$ cat src/rtl/f2h_pkg.sv
package f2h_pkg;
    localparam int SP_EW   = 8;
    localparam int SP_MW   = 23;
    localparam int HP_EW   = 5;
    localparam int HP_MW   = 10;
    localparam int HP_W    = 1 + HP_EW + HP_MW;
    localparam int SP_W    = 1 + SP_EW + SP_MW;
    localparam int DROP    = SP_MW - HP_MW;
    localparam int REBIAS  = (1 << (SP_EW - 1)) - (1 << (HP_EW - 1));
    localparam int SIG_W   = SP_MW + 1;
    localparam int PAD     = SIG_W + 2;
    localparam int EXP_W   = SP_EW + 2;
    localparam int HP_EMAX = (1 << HP_EW) - 1;

    typedef enum logic [1:0] {
        RND_NEAR = 2'b00,
        RND_POS  = 2'b01,
        RND_NEG  = 2'b10,
        RND_ZERO = 2'b11
    } rnd_e;

    typedef enum logic [1:0] {
        CLS_ZERO,
        CLS_FINITE,
        CLS_INF,
        CLS_NAN
    } cls_e;

    typedef struct packed {
        logic inv;
        logic ovf;
        logic unf;
        logic inx;
    } flags_t;

    typedef struct packed {
        logic             sign;
        logic [HP_EW-1:0] exp;
        logic [HP_MW-1:0] man;
    } half_t;

    typedef struct packed {
        logic             sign;
        logic [SP_EW-1:0] exp;
        logic [SP_MW-1:0] man;
    } single_t;

    function automatic logic round_inc(rnd_e m, logic neg, logic lsb,
                                       logic grd, logic stk);
        logic lost;
        lost = grd | stk;
        case (m)
            RND_NEAR: round_inc = grd & (stk | lsb);
            RND_POS:  round_inc = ~neg & lost;
            RND_NEG:  round_inc = neg & lost;
            default:  round_inc = 1'b0;
        endcase
    endfunction
endpackage

$ cat src/rtl/f2h_special.sv
module f2h_special
    import f2h_pkg::*;
(
    input  single_t op,
    input  logic    alt_fmt,
    input  logic    dflt_nan,
    output cls_e    cls,
    output half_t   res,
    output flags_t  flg
);
    logic exp_max, man_nz, quiet;

    assign exp_max = &op.exp;
    assign man_nz  = |op.man;
    assign quiet   = op.man[SP_MW-1];

    always_comb begin
        if (exp_max && man_nz)       cls = CLS_NAN;
        else if (exp_max)            cls = CLS_INF;
        else if (op.exp == '0 && !man_nz) cls = CLS_ZERO;
        else                         cls = CLS_FINITE;
    end

    always_comb begin
        res = '0;
        flg = '0;
        unique case (cls)
            CLS_NAN: begin
                if (alt_fmt) begin
                    res.sign = op.sign;
                    flg.inv  = 1'b1;
                end else if (dflt_nan) begin
                    res.exp           = HP_EW'(HP_EMAX);
                    res.man[HP_MW-1]  = 1'b1;
                    flg.inv           = ~quiet;
                end else begin
                    res.sign          = op.sign;
                    res.exp           = HP_EW'(HP_EMAX);
                    res.man           = op.man[SP_MW-1 -: HP_MW];
                    res.man[HP_MW-1]  = 1'b1;
                    flg.inv           = ~quiet;
                end
            end
            CLS_INF: begin
                res.sign = op.sign;
                res.exp  = HP_EW'(HP_EMAX);
                if (alt_fmt) begin
                    res.man = '1;
                    flg.inv = 1'b1;
                end
            end
            CLS_ZERO: res.sign = op.sign;
            default:  res = '0;
        endcase
    end
endmodule

$ cat src/rtl/f2h_finite.sv
module f2h_finite
    import f2h_pkg::*;
(
    input  single_t op,
    input  rnd_e    rmode,
    input  logic    alt_fmt,
    input  logic    uf_trap_en,
    output half_t   res,
    output flags_t  flg
);
    localparam int WIDE_W = SIG_W + PAD;
    localparam int SH_W   = $clog2(PAD + 1);

    logic [SP_EW-1:0]        e_eff;
    logic [SIG_W-1:0]        sig;
    logic signed [EXP_W-1:0] he;
    logic                    tiny;
    logic [EXP_W-1:0]        sh_raw;
    logic [SH_W-1:0]         sh;
    logic [WIDE_W-1:0]       wide;
    logic [HP_MW:0]          kept;
    logic                    grd, stk, inexact, inc;
    logic [HP_MW+1:0]        sum;
    logic                    carry;
    logic [EXP_W-1:0]        re, er;
    logic                    to_inf;

    assign e_eff = (op.exp == '0) ? SP_EW'(1) : op.exp;
    assign sig   = {op.exp != '0, op.man};
    assign he    = $signed({2'b00, e_eff}) - EXP_W'(REBIAS);
    assign tiny  = (he <= 0);

    // extra right shift for subnormal results, clamped so all bits reach sticky
    assign sh_raw = EXP_W'(DROP + 1) - EXP_W'(he);
    assign sh     = !tiny ? SH_W'(DROP)
                  : (sh_raw > EXP_W'(PAD)) ? SH_W'(PAD) : SH_W'(sh_raw);

    assign wide = {sig, {PAD{1'b0}}} >> sh;
    assign kept = wide[PAD +: HP_MW+1];
    assign grd  = wide[PAD-1];
    assign stk  = |wide[PAD-2:0];

    assign inexact = grd | stk;
    assign inc     = round_inc(rmode, op.sign, kept[0], grd, stk);
    assign sum     = {1'b0, kept} + (HP_MW+2)'(inc);
    assign carry   = tiny ? sum[HP_MW] : sum[HP_MW+1];
    assign re      = tiny ? '0 : EXP_W'(he);
    assign er      = re + EXP_W'(carry);

    assign to_inf = (rmode == RND_NEAR) || (rmode == RND_POS && !op.sign)
                 || (rmode == RND_NEG && op.sign);

    always_comb begin
        res      = '0;
        res.sign = op.sign;
        res.exp  = er[HP_EW-1:0];
        res.man  = sum[HP_MW-1:0];
        flg      = '0;
        flg.inx  = inexact;
        flg.unf  = (re == '0) && (inexact || uf_trap_en);
        if (alt_fmt) begin
            if (er > EXP_W'(HP_EMAX)) begin
                res.exp = HP_EW'(HP_EMAX);
                res.man = '1;
                flg.inv = 1'b1;
                flg.inx = 1'b0;
            end
        end else if (er >= EXP_W'(HP_EMAX)) begin
            flg.ovf = 1'b1;
            flg.inx = 1'b1;
            if (to_inf) begin
                res.exp = HP_EW'(HP_EMAX);
                res.man = '0;
            end else begin
                res.exp = HP_EW'(HP_EMAX - 1);
                res.man = '1;
            end
        end
    end
endmodule

$ cat src/rtl/f2h_insert.sv
module f2h_insert
    import f2h_pkg::*;
#(
    parameter int WORD_W = 2 * HP_W
) (
    input  logic [WORD_W-1:0] dst,
    input  half_t             half,
    input  logic              sel_hi,
    output logic [WORD_W-1:0] word
);
    localparam int LANES = WORD_W / HP_W;

    for (genvar g = 0; g < LANES; g++) begin : g_lane
        logic pick;
        assign pick = (g == LANES - 1) ? sel_hi : !sel_hi;
        assign word[g*HP_W +: HP_W] = pick ? half : dst[g*HP_W +: HP_W];
    end
endmodule

$ cat src/rtl/f2h_convert.sv
module f2h_convert
    import f2h_pkg::*;
(
    input  logic        clk,
    input  logic        rst,
    input  logic        in_vld,
    input  logic [31:0] src,
    input  logic [31:0] dst,
    input  logic        sel_hi,
    input  logic [1:0]  rmode,
    input  logic        dflt_nan,
    input  logic        alt_fmt,
    input  logic        uf_trap_en,
    output logic        out_vld,
    output logic [31:0] result,
    output logic        flg_invalid,
    output logic        flg_overflow,
    output logic        flg_underflow,
    output logic        flg_inexact
);
    single_t op;
    cls_e    cls;
    half_t   sp_res, fn_res, half;
    flags_t  sp_flg, fn_flg, flg, flg_q;
    logic [31:0] word;

    assign op = single_t'(src);

    f2h_special u_special (
        .op(op), .alt_fmt(alt_fmt), .dflt_nan(dflt_nan),
        .cls(cls), .res(sp_res), .flg(sp_flg)
    );

    f2h_finite u_finite (
        .op(op), .rmode(rnd_e'(rmode)), .alt_fmt(alt_fmt),
        .uf_trap_en(uf_trap_en), .res(fn_res), .flg(fn_flg)
    );

    assign half = (cls == CLS_FINITE) ? fn_res : sp_res;
    assign flg  = (cls == CLS_FINITE) ? fn_flg : sp_flg;

    f2h_insert #(.WORD_W(32)) u_insert (
        .dst(dst), .half(half), .sel_hi(sel_hi), .word(word)
    );

    always_ff @(posedge clk) begin
        if (rst) begin
            out_vld <= 1'b0;
            result  <= '0;
            flg_q   <= '0;
        end else begin
            out_vld <= in_vld;
            flg_q   <= in_vld ? flg : '0;
            if (in_vld) result <= word;
        end
    end

    assign flg_invalid   = flg_q.inv;
    assign flg_overflow  = flg_q.ovf;
    assign flg_underflow = flg_q.unf;
    assign flg_inexact   = flg_q.inx;
endmodule

$ cat config.mk
export PLATFORM = sky130hd
export DESIGN_NAME = f2h_convert
export DESIGN_NICKNAME = d
export VERILOG_FILES = /design/src/rtl/f2h_pkg.sv /design/src/rtl/f2h_special.sv /design/src/rtl/f2h_finite.sv /design/src/rtl/f2h_insert.sv /design/src/rtl/f2h_convert.sv
export SDC_FILE = /design/constraint.sdc
export NUM_CORES = 1
export LEC_CHECK = 0
export BUFFER_PORTS_ARGS = -buffer_cell sky130_fd_sc_hd__buf_2
export CORE_MARGIN = 2
export CORE_UTILIZATION = 30
export CTS_CLUSTER_DIAMETER = 50
export CTS_CLUSTER_SIZE = 25
export DETAILED_ROUTE_END_ITERATION = 10
export SLEW_MARGIN = 20
export SYNTH_ARGS = -nofsm -noshare
export SYNTH_HDL_FRONTEND = slang
export SYNTH_SLANG_ARGS = --single-unit
$ cat constraint.sdc
create_clock -name clk -period 10.8 [get_ports clk]
set_input_delay 1.08 -clock clk [delete_from_list [all_inputs] [get_ports clk]]
set_output_delay 1.08 -clock clk [all_outputs]
set_load 0.01 [all_outputs]
==> flow_metrics.tcl <==
set metrics [dict create \
    min_period_ns 9.99 \
    clk_pin_slew_ns 0.06 \
    skew_ns 0 \
    via_count 6020 \
    fp.dieH_um 136 \
    grt_max_degree 42 \
    p_leak_nw 2.48 \
    grt-ovfl-total 0 \
    fin_ws_ns 0.812 \
    worst-path-buf-inv 4 \
    ff2ff_setup_slack_ns 9.97 \
    max-cap-violations 0 \
    slew_headroom_pct 29.3 \
    setup_viol 0 \
    powerDensity_mw_per_mm2 103 \
    avgSynthCellArea_um2 7.41 \
    start_kind "primary input" \
    status "completed" \
    slowest_delay_ns 0.64 \
    htreeDepth 2 \
    r2r-start "result[18]" \
    drt.antenna.violating_nets 0 \
    ys.flop_type "dfxtp_1" \
    rows 48 \
    clock_latency_ns 0.28 \
    async_flop_share_pct 0 \
    drt_wl_total_mm 20.0 \
    dr.pass1.iters 7 \
    crit_top_cell "ha_1" \
    worst_path_dominant_cell_family "simple AND/OR/NAND/NOR gates" \
    place_ws_ns 0.716 \
    die_area_mm2 0.0184 \
    grt_util_met2_pct 33.7 \
    p_seq_share_pct 24.2 \
    grt_busiest_layer "met2" \
    peakVddDrop_mv 0.0600 \
    layout_commonest_cell "buf_2" \
    final.setup.tns_ns 0 \
    hp-start "result[3]" \
    clock_power_share_pct 30.4 \
    swShare_pct 38.6 \
    cts_root_buffer "clkbuf_16" \
    worst-endpoint-arrival_ns 10.14 \
    rsz0062_at_grt "false" \
    finalHoldViolCount 0 \
    start_util_pct 30.4 \
    synth_fp_nets 786 \
    drt_iter0_markers 705 \
    grt_pass1_wl_mm 30.8 \
    dp_cells 998 \
    hold_end "result[3]" \
    fin_cells 1007 \
    fin_nets 864 \
    die_x_um 136 \
    worst_slew_pin_slew_ns 1.06 \
    crit_path_top_delay_cell "a221oi_1" \
    viasPerCell 5.98 \
    r2r_end "result[18]" \
    report.final.slew_viol_count 0 \
    hold_depth 2 \
    netlist_area_mm2 0.00520 \
    ys_seq_area_share_pct 14.2 \
    gr-usage-all-layers_pct 21.0 \
    cts_tree "built" \
    grt_pass1_vias 5556 \
    clock_sinks 37 \
    p_sw_mw 0.243 \
    combPwrFrac_pct 45.4 \
    holdWs_ns 0.472 \
    antenna_found_initial 2 \
    worstSetupEndpointType "flop" \
    ioPinCount 110 \
    ys_warn_count 0 \
    fmax_mhz 100 \
    netlist_instances 702 \
    ys_types 93 \
    synth_edf_count 0 \
    grtUsageMet1_pct 28.3 \
    post-route-util_pct 35.7 \
    wl_per_cell_um 19.9 \
    crit_fanout 12 \
    criticalPathCategory "in2reg" \
    met3_usage_pct 3.29 \
    layout_common_cells "109 x buf_2, 71 x nand2_1, 64 x nor2_1" \
    internal-power_mw 0.387 \
    hp-class "reg2reg" \
    ys_seq_elements 37 \
    area_growth_pct 17.4 \
    cp.required_ns 10.95 \
    reg2regPathDepth 3 \
    gp_congestion 0.987 \
    drive_gt1_share_pct 22.8 \
    cts_made_buffers 5 \
    hpwl_mm 15.3 \
    clockBufferDepth 2 \
    period_share_pct 92.5 \
    core_area_mm2 0.0171 \
    port_buffers 109 \
    drc 0 \
]
-- kinds of logic after synthesis --
group | synth area share, %
DFF | 14.2
buffers and inverters | 7.48
AOI/OAI and AO/OA | 38.0
adders and majority gates | 2.65
muxes | 10.1
xor gates and xnor gates | 1.85
and+or+nand+nor | 25.8
-- area by class of cell --
type | count | area, um2
Timing Repair Buffer | 133 | 738
Clock inverter | 3 | 68.8
Sequential cell | 37 | 741
Antenna cell | 1 | 2.50
Tap cell | 225 | 282
Multi-Input combinational cell | 585 | 4080
Clock buffer | 5 | 125
Fill cell | 1833 | 11000
Inverter | 18 | 67.6
-- flip-flops by register name, indices dropped and copies added (netlist names) --
signal / cells
result: 32
flg_underflow: 1
flg_inexact: 1
flg_invalid: 1
out_vld: 1
flg_overflow: 1
-- worst max path at each step --
stage / depth (start not counted) / slack, ns / start / endpoint
5_1_grt: 37 / 0.005 / src[27] / result[7]
4_1_cts: 37 / 1.01 / src[27] / result[8]
2_1_floorplan: 36 / 1.50 / src[27] / result[7]
3_3_place_gp: 37 / 1.01 / src[27] / result[8]
6_report: 37 / 0.81 / src[27] / result[8]
3_5_place_dp: 38 / 0.72 / src[27] / result[8]
-- synth_stat cells (all sizes together) (5+ instances only) --
master   instances  area [um2]
a41oi            5        81.3
nand2b           5        31.3
a22oi            8        60.1
nand2           71         267
a21oi           45         225
dfxtp           37         741
a221oi          11         120
nor4            13        96.3
o211ai          11         101
o21ai           41         205
xnor2            8        70.1
nor3            13        70.1
nand4           14        87.6
nor3b           15         124
o31ai            5        51.3
a31oi           16         106
nor2            64         240
buf             36         224
a21o            11        82.6
mux2i           48         500
a311oi           8        70.1
and2            17         106
and3             7        43.8
inv             18        67.6
a211oi          21         163
clkbuf          26        97.6
nand3           20         100
o22ai           11        82.6
ha              11         138
a2111oi         11         105
-- worst register-to-register path, stage by stage, from the launching register on --
cell and delay [ns]:
dfxtp_1 0.31, nor3b_1 0.13, a31oi_1 0.18, o21ai_0 0.10
-- power by group through the flow --
stage,logic (mW),registers (mW),clock network [mW]
final,0.286,0.153,0.191
after global placement,0.280,0.155,0
after global routing,0.309,0.154,0.200
after floorplan,0.188,0.161,0
after detailed placement,0.279,0.155,0
after CTS,0.280,0.153,0.194
-- what timing repair did --
item	CTS	global route
hold buffers	0	0
setup endpoints to repair	0	1
setup buffers	0	0
gates resized for setup	0	0
-- per-stage QoR --
stage               area (um2)  power, mW
floorplan                 5200      0.349
global placement          5910      0.435
detailed placement        5910      0.434
CTS                       6110      0.627
global route              6110      0.663
finish                    6110      0.630
-- routing by layer --
layer  up-vias  part of all wire, %
li1       2868                    -
met1      2782                   43
met2       314                   45
met3        54                  8.3
met4         2                  3.5
met5         -                0.055
Note: power is estimated with default switching activity, not from simulation.
